<file path="config.mk">
export PLATFORM = sky130hd
export DESIGN_NAME = irq_vector_ctrl
export DESIGN_NICKNAME = d
export VERILOG_FILES = /design/src/rtl/irqv_pkg.sv /design/src/rtl/irqv_capture.sv /design/src/rtl/irqv_pick.sv /design/src/rtl/irq_vector_ctrl.sv
export SDC_FILE = /design/constraint.sdc
export NUM_CORES = 1
export LEC_CHECK = 0
export CORE_ASPECT_RATIO = 1.75
export CORE_UTILIZATION = 45
export DETAILED_ROUTE_END_ITERATION = 10
export PLACE_DENSITY = 0.77
export SLEW_MARGIN = 0
export SYNTH_ARGS = -nofsm -noshare
export SYNTH_HDL_FRONTEND = slang
export SYNTH_SLANG_ARGS = --single-unit
</file>
<file path="constraint.sdc">
create_clock -name clk -period 57.1 [get_ports clk]
set_input_delay 8.565 -clock clk [delete_from_list [all_inputs] [get_ports clk]]
set_output_delay 8.565 -clock clk [all_outputs]
set_load 0.005 [all_outputs]
</file>
<file path="src/rtl/irqv_pkg.sv">
package irqv_pkg;
  localparam int VEC_W = 8;
  localparam logic [VEC_W-1:0] NMI_VECTOR = 8'd2;
  localparam int DEV_VEC_FLOOR = 32;
endpackage

</file>
<file path="src/rtl/irqv_capture.sv">
module irqv_capture #(
  parameter int W = 8
) (
  input  logic         clk,
  input  logic         rst_n,
  input  logic [W-1:0] line_i,
  input  logic [W-1:0] clr_i,
  output logic [W-1:0] pend_o
);
  logic [W-1:0] line_q;
  logic [W-1:0] pend_q;

  always_ff @(posedge clk or negedge rst_n) begin
    if (!rst_n) begin
      line_q <= '0;
      pend_q <= '0;
    end else begin
      line_q <= line_i;
      pend_q <= (pend_q & ~clr_i) | (line_i & ~line_q);
    end
  end

  assign pend_o = pend_q;

  generate
    for (genvar b = 0; b < W; b++) begin : g_chk
      // a line already high one cycle earlier creates no new pending bit
      a_r2_level_no_repend : assert property (@(posedge clk) disable iff (!rst_n)
        (line_q[b] && line_i[b] && !pend_q[b]) |=> !pend_q[b]);
    end
  endgenerate
endmodule

</file>
<file path="src/rtl/irqv_pick.sv">
module irqv_pick #(
  parameter int N  = 8,
  parameter int LW = 3,
  localparam int IW = (N > 1) ? $clog2(N) : 1
) (
  input  logic [N-1:0]    cand_i,
  input  logic [N*LW-1:0] lvl_i,
  output logic            any_o,
  output logic [IW-1:0]   idx_o,
  output logic [LW-1:0]   lvl_o
);
  always_comb begin
    any_o = 1'b0;
    idx_o = '0;
    lvl_o = '0;
    for (int i = 0; i < N; i++) begin
      if (cand_i[i] && (!any_o || lvl_i[i*LW +: LW] > lvl_o)) begin
        any_o = 1'b1;
        idx_o = IW'(i);
        lvl_o = lvl_i[i*LW +: LW];
      end
    end
  end
endmodule

</file>
<file path="src/rtl/irq_vector_ctrl.sv">
module irq_vector_ctrl #(
  parameter int NSRC     = 8,
  parameter int PRIO_W   = 3,
  parameter int VEC_BASE = 32
) (
  input  logic                   clk,
  input  logic                   rst_n,
  input  logic [NSRC-1:0]        src_req_i,
  input  logic                   nmi_req_i,
  input  logic [NSRC-1:0]        mask_i,
  input  logic                   gen_en_i,
  input  logic [NSRC*PRIO_W-1:0] prio_i,
  output logic                   irq_o,
  output logic [7:0]             vec_o,
  input  logic                   ack_i,
  input  logic                   eoi_i
);
  import irqv_pkg::*;

  localparam int IW = (NSRC > 1) ? $clog2(NSRC) : 1;

  logic [NSRC-1:0]   pend, pend_clr, isr_q, cand, above;
  logic              nmi_pend, nmi_pend_clr, nmi_isr_q, nmi_win;
  logic              dev_any, isr_any, take;
  logic [IW-1:0]     dev_idx, isr_idx;
  logic [PRIO_W-1:0] dev_lvl, isr_lvl;

  irqv_capture #(.W(NSRC)) u_dev_cap (
    .clk(clk), .rst_n(rst_n), .line_i(src_req_i), .clr_i(pend_clr), .pend_o(pend));

  irqv_capture #(.W(1)) u_nmi_cap (
    .clk(clk), .rst_n(rst_n), .line_i(nmi_req_i), .clr_i(nmi_pend_clr), .pend_o(nmi_pend));

  // threshold: highest level among in-service devices
  irqv_pick #(.N(NSRC), .LW(PRIO_W)) u_isr_pick (
    .cand_i(isr_q), .lvl_i(prio_i), .any_o(isr_any), .idx_o(isr_idx), .lvl_o(isr_lvl));

  generate
    for (genvar s = 0; s < NSRC; s++) begin : g_thr
      assign above[s] = !isr_any || (prio_i[s*PRIO_W +: PRIO_W] > isr_lvl);
    end
  endgenerate

  assign cand = pend & ~mask_i & {NSRC{gen_en_i}} & above;

  irqv_pick #(.N(NSRC), .LW(PRIO_W)) u_dev_pick (
    .cand_i(cand), .lvl_i(prio_i), .any_o(dev_any), .idx_o(dev_idx), .lvl_o(dev_lvl));

  assign nmi_win = nmi_pend && !nmi_isr_q;
  assign irq_o   = nmi_win || (dev_any && !nmi_isr_q);
  assign vec_o   = nmi_win ? NMI_VECTOR : (8'(VEC_BASE) + 8'(dev_idx));
  assign take    = irq_o && ack_i;

  always_comb begin
    pend_clr     = '0;
    nmi_pend_clr = 1'b0;
    if (take) begin
      if (nmi_win) nmi_pend_clr = 1'b1;
      else         pend_clr[dev_idx] = 1'b1;
    end
  end

  always_ff @(posedge clk or negedge rst_n) begin
    if (!rst_n) begin
      isr_q     <= '0;
      nmi_isr_q <= 1'b0;
    end else begin
      logic [NSRC-1:0] isr_n;
      logic            nmi_n;
      isr_n = isr_q;
      nmi_n = nmi_isr_q;
      if (eoi_i) begin
        if (nmi_isr_q)    nmi_n = 1'b0;
        else if (isr_any) isr_n[isr_idx] = 1'b0;
      end
      if (take) begin
        if (nmi_win) nmi_n = 1'b1;
        else         isr_n[dev_idx] = 1'b1;
      end
      isr_q     <= isr_n;
      nmi_isr_q <= nmi_n;
    end
  end

  // device vectors never enter the reserved range
  a_r6_dev_vec_floor : assert property (@(posedge clk) disable iff (!rst_n)
    (irq_o && !nmi_win) |-> (vec_o >= 8'(DEV_VEC_FLOOR)));
  // with global enable off only the non-maskable vector may be offered
  a_r4_gen_off_nmi_only : assert property (@(posedge clk) disable iff (!rst_n)
    (irq_o && !gen_en_i) |-> (vec_o == NMI_VECTOR));
  // non-maskable in service blocks the request line
  a_r9_nmi_isr_silences : assert property (@(posedge clk) disable iff (!rst_n)
    nmi_isr_q |-> !irq_o);
  // a device handshake adds exactly one in-service entry
  a_r7_take_adds_one : assert property (@(posedge clk) disable iff (!rst_n)
    (take && !nmi_win && !eoi_i) |=> ($countones(isr_q) == $countones($past(isr_q)) + 1));
  // acknowledge without a request changes nothing
  a_r7_idle_ack : assert property (@(posedge clk) disable iff (!rst_n)
    (ack_i && !irq_o && !eoi_i) |=> ($stable(isr_q) && $stable(nmi_isr_q)));
  // an offered device outranks the in-service threshold
  a_r8_preempt_only_higher : assert property (@(posedge clk) disable iff (!rst_n)
    (irq_o && !nmi_win && isr_any) |-> (dev_lvl > isr_lvl));
endmodule

</file>
==> flow_metrics.env <==
export IMPL_hold_end="u_nmi_cap.pend_o"
export IMPL_n_antenna_cell=0
export IMPL_ys_flop_type="dfrtp_1"
export IMPL_multiInputGateArea_sq_mm=0.00304
export IMPL_finalNetCount=633
export IMPL_whs_path_depth=1
export IMPL_hold_viol=0
export IMPL_synth_edf_count=0
export IMPL_cp_num_buf_inv=8
export IMPL_drive_gt1_share_pct=8.87
export IMPL_place_gp_congestion=0.916
export IMPL_yosysTopAreaCell="ha_1"
export IMPL_grt_pass1_vias=3818
export IMPL_fin_crit_sh_pct=72.1
export IMPL_drt_iter0_drc=226
export IMPL_maxSlewViolCount=0
export IMPL_root_buffer="clkbuf_16"
export IMPL_min_from="u_nmi_cap.line_q"
export IMPL_cts_buffers=3
export IMPL_grt_max_degree=28
export IMPL_crit_path_max_fanout=13
export IMPL_drt_wl_total_microns=11700
export IMPL_cp_top_family="compound AO/OA/AOI/OAI gates"
export IMPL_grt_overflow=0
export IMPL_cp_start_kind="input pin"
export IMPL_insertion_delay_ns=0.26
export IMPL_dpl_cell_area_sq_mm=0.00453
export IMPL_cts_tree="yes"
export IMPL_async_reset_ff_share_pct=100
export IMPL_setup_ws_ns=15.91
export IMPL_rows=44
export IMPL_syn_avg_cell_area_sq_um=8.17
export IMPL_coreArea_sq_mm=0.00842
export IMPL_crit_top_cell="ha_1"
export IMPL_nFillCells=786
export IMPL_area_growth_pct=16.5
export IMPL_drt_pass1_iterations=5
export IMPL_finClkSkew_ns=0.00189
export IMPL_tightest_slew_ns=0.664
export IMPL_clkTransAtPathRegs_ns=0.06
export IMPL_fp_dieH_microns=126
export IMPL_post_cts_buffers=0
export IMPL_hold_buffers=0
export IMPL_cts_resized=0
export IMPL_vias=4006
export IMPL_io_buffer_count=50
export IMPL_routed_via_density=6.21
export IMPL_cap_violations=0
export IMPL_htreeDepth=1
export IMPL_grt_pass1_wl_microns=18500
export IMPL_final_antenna_net_count=0
export IMPL_dp_worst_setup_slack_ns=16.30
export IMPL_syn_area_sq_mm=0.00396
export IMPL_die_x_microns=72.9
export IMPL_setup_tns_ns=0
export IMPL_synthTopCellsByArea="ha_1 18%, dfrtp_1 17%, inv_1 4.1%"
export IMPL_relSlewSlack_pct=55.8
export IMPL_clock_sinks=27
export IMPL_critPathMaxStageDelay_ns=0.62
export IMPL_start_util_pct=47.0
export IMPL_criticalPathCategory="in -> out"
export IMPL_seq_area_frac_synth_pct=17.1
export IMPL_cp_slowest_cell="clkdlybuf4s50_1"
export IMPL_dp_hpwl_microns=9660
export IMPL_finalCriticalPeriod_ns=41.19
export IMPL_fp_dieArea_sq_mm=0.00920
export IMPL_r2r_slack_ns=33.14
export IMPL_hold_path_class="reg -> reg"
export IMPL_regArea_sq_um=676
export IMPL_ios=55
export IMPL_synthCells=485
export IMPL_antenna_found_initial=0
export IMPL_rsz0062_at_grt="no"
export IMPL_clk_path_buf_depth=2
export IMPL_cp_data_required_time_ns=48.53
export IMPL_gr_usage_all_layers_pct=25.8
export IMPL_utilization_pct=54.8
export IMPL_yosysUniqueCellTypes=83
export IMPL_timing_fmax_ghz=0.0243
export IMPL_status="finished, final reports clean"
export IMPL_wl_per_cell_microns=18.1
export IMPL_end_kind="primary output"
export IMPL_synth_seq_cells=27
export IMPL_yosys_warnings=0
export IMPL_post_route_cell_area_sq_mm=0.00461
export IMPL_rr_worst_depth=102
export IMPL_finalSetupViolations=0
export IMPL_arrival_ns=32.63
export IMPL_synth_top_area_share_pct=17.7
export IMPL_drc=0
export IMPL_r2r_start="isr_q[0]"
export IMPL_reg2reg_to="u_dev_cap.pend_o[0]"
==> cells in the final DEF (no fill, tap or decap), drive strengths merged, types with 4 or more instances in the layout <==
master         netlist  routed
mux2                 9       9
a31oi               10      10
a22o                 5       5
ha                  56      56
nor3                 8       8
a21o                 6       6
inv                 43      43
conb                 1       4
nor2b               16      16
or2                  8       8
a21oi               25      25
o31ai               10      10
dfrtp               27      27
and2                12      12
a2bb2oi              8       8
o21ai               36      36
a22oi                7       7
nand3               18      18
o21a                 9       9
nor4                 5       5
nand2b               7       7
mux2i                4       4
clkdlybuf4s50        0      50
o211ai               4       4
nand2               36      36
nand4                7       7
o22ai                4       4
a221o                4       4
nand3b               8       8
nor2                34      34
==> cells in the mapped netlist, types with 4 or more instances <==
cell and number:
nor4_1 4, or2_1 5, a2bb2oi_1 7, nor2_1 33
nand3b_1 8, nand2b_1 7, o21ai_0 22, nor3_1 6
a21o_1 6, mux2i_1 4, a31oi_1 7, o21a_1 8
nand3_1 18, nor2b_1 16, a21oi_1 22, mux2_2 8
nand2_1 36, and2_1 11, a221o_1 4, a22oi_1 5
dfrtp_1 27, o21ai_1 13, o211ai_1 4, buf_4 5
nand4_1 7, o31ai_1 7, a22o_1 5, inv_1 43
ha_1 56
==> metrics by stage <==
stage | hold WS, ns | instances
2_1_floorplan | 0.392 | 488
3_3_place_gp | 0.405 | 641
3_5_place_dp | 0.413 | 641
4_1_cts | 0.421 | 645
5_1_grt | 0.444 | 645
6_report | 0.421 | 645
==> cell type report <==
cell class | count | share of cell area (%)
Clock buffer | 3 | 1.63
Clock inverter | 1 | 0.108
Inverter | 43 | 3.50
Multi-Input combinational cell | 404 | 65.8
Sequential cell | 27 | 14.6
Tap cell | 115 | 3.12
Timing Repair Buffer | 52 | 11.2
==> state kept, by name (all words and copies together), names as in the netlist <==
| signal | count |
|---|---|
| isr_q | 8 |
| nmi_isr_q | 1 |
| u_dev_cap.line_q | 8 |
| u_dev_cap.pend_o | 8 |
| u_nmi_cap.line_q | 1 |
| u_nmi_cap.pend_o | 1 |
==> how the worst max path moves through the flow <==
stage	start	to	cells after the start
after floorplan	prio_i[2]	vec_o[2]	105
after CTS	prio_i[2]	vec_o[0]	103
after global routing	prio_i[2]	vec_o[2]	107
final	prio_i[2]	vec_o[0]	103
after global placement	prio_i[2]	vec_o[2]	104
after detailed placement	prio_i[2]	vec_o[2]	104
==> worst reg2reg max path, delay by kind of cell, from the launching register on <==
kind | cells | cell delay (ns)
AOI/OAI and AO/OA | 50 | 12.04
adders and majority gates | 16 | 4.69
and+or+nand+nor | 24 | 4.20
muxes | 5 | 1.77
buffers and inverters | 7 | 0.70
DFF | 1 | 0.48
==> layer usage <==
| metal | wire length [microns] | GRT usage [%] | vias up |
|---|---|---|---|
| met5 | 0 | 0 | - |
| met4 | 799 | 16.0 | 0 |
| met3 | 442 | 2.00 | 51 |
| met2 | 6190 | 48.7 | 157 |
| met1 | 4230 | 26.4 | 1880 |
| li1 | - | - | 1918 |
==> cell families (layout without fill, tap and decap cells) <==
group                      count (synthesis)  count (layout)  share of synthesized area [%]
DFF                                       27              27                           17.1
adders and majority gates                 57              57                           17.9
muxes                                     13              13                           3.57
other                                      1               4                         0.0947
AOI/OAI and AO/OA                        159             159                           31.4
and+or+nand+nor                          171             171                           23.4
buffers and inverters                     57              99                           6.54
Power is left out: the tool's default activity adds up to more than one toggle a clock period on the data nets, which glitch-free logic cannot reach.
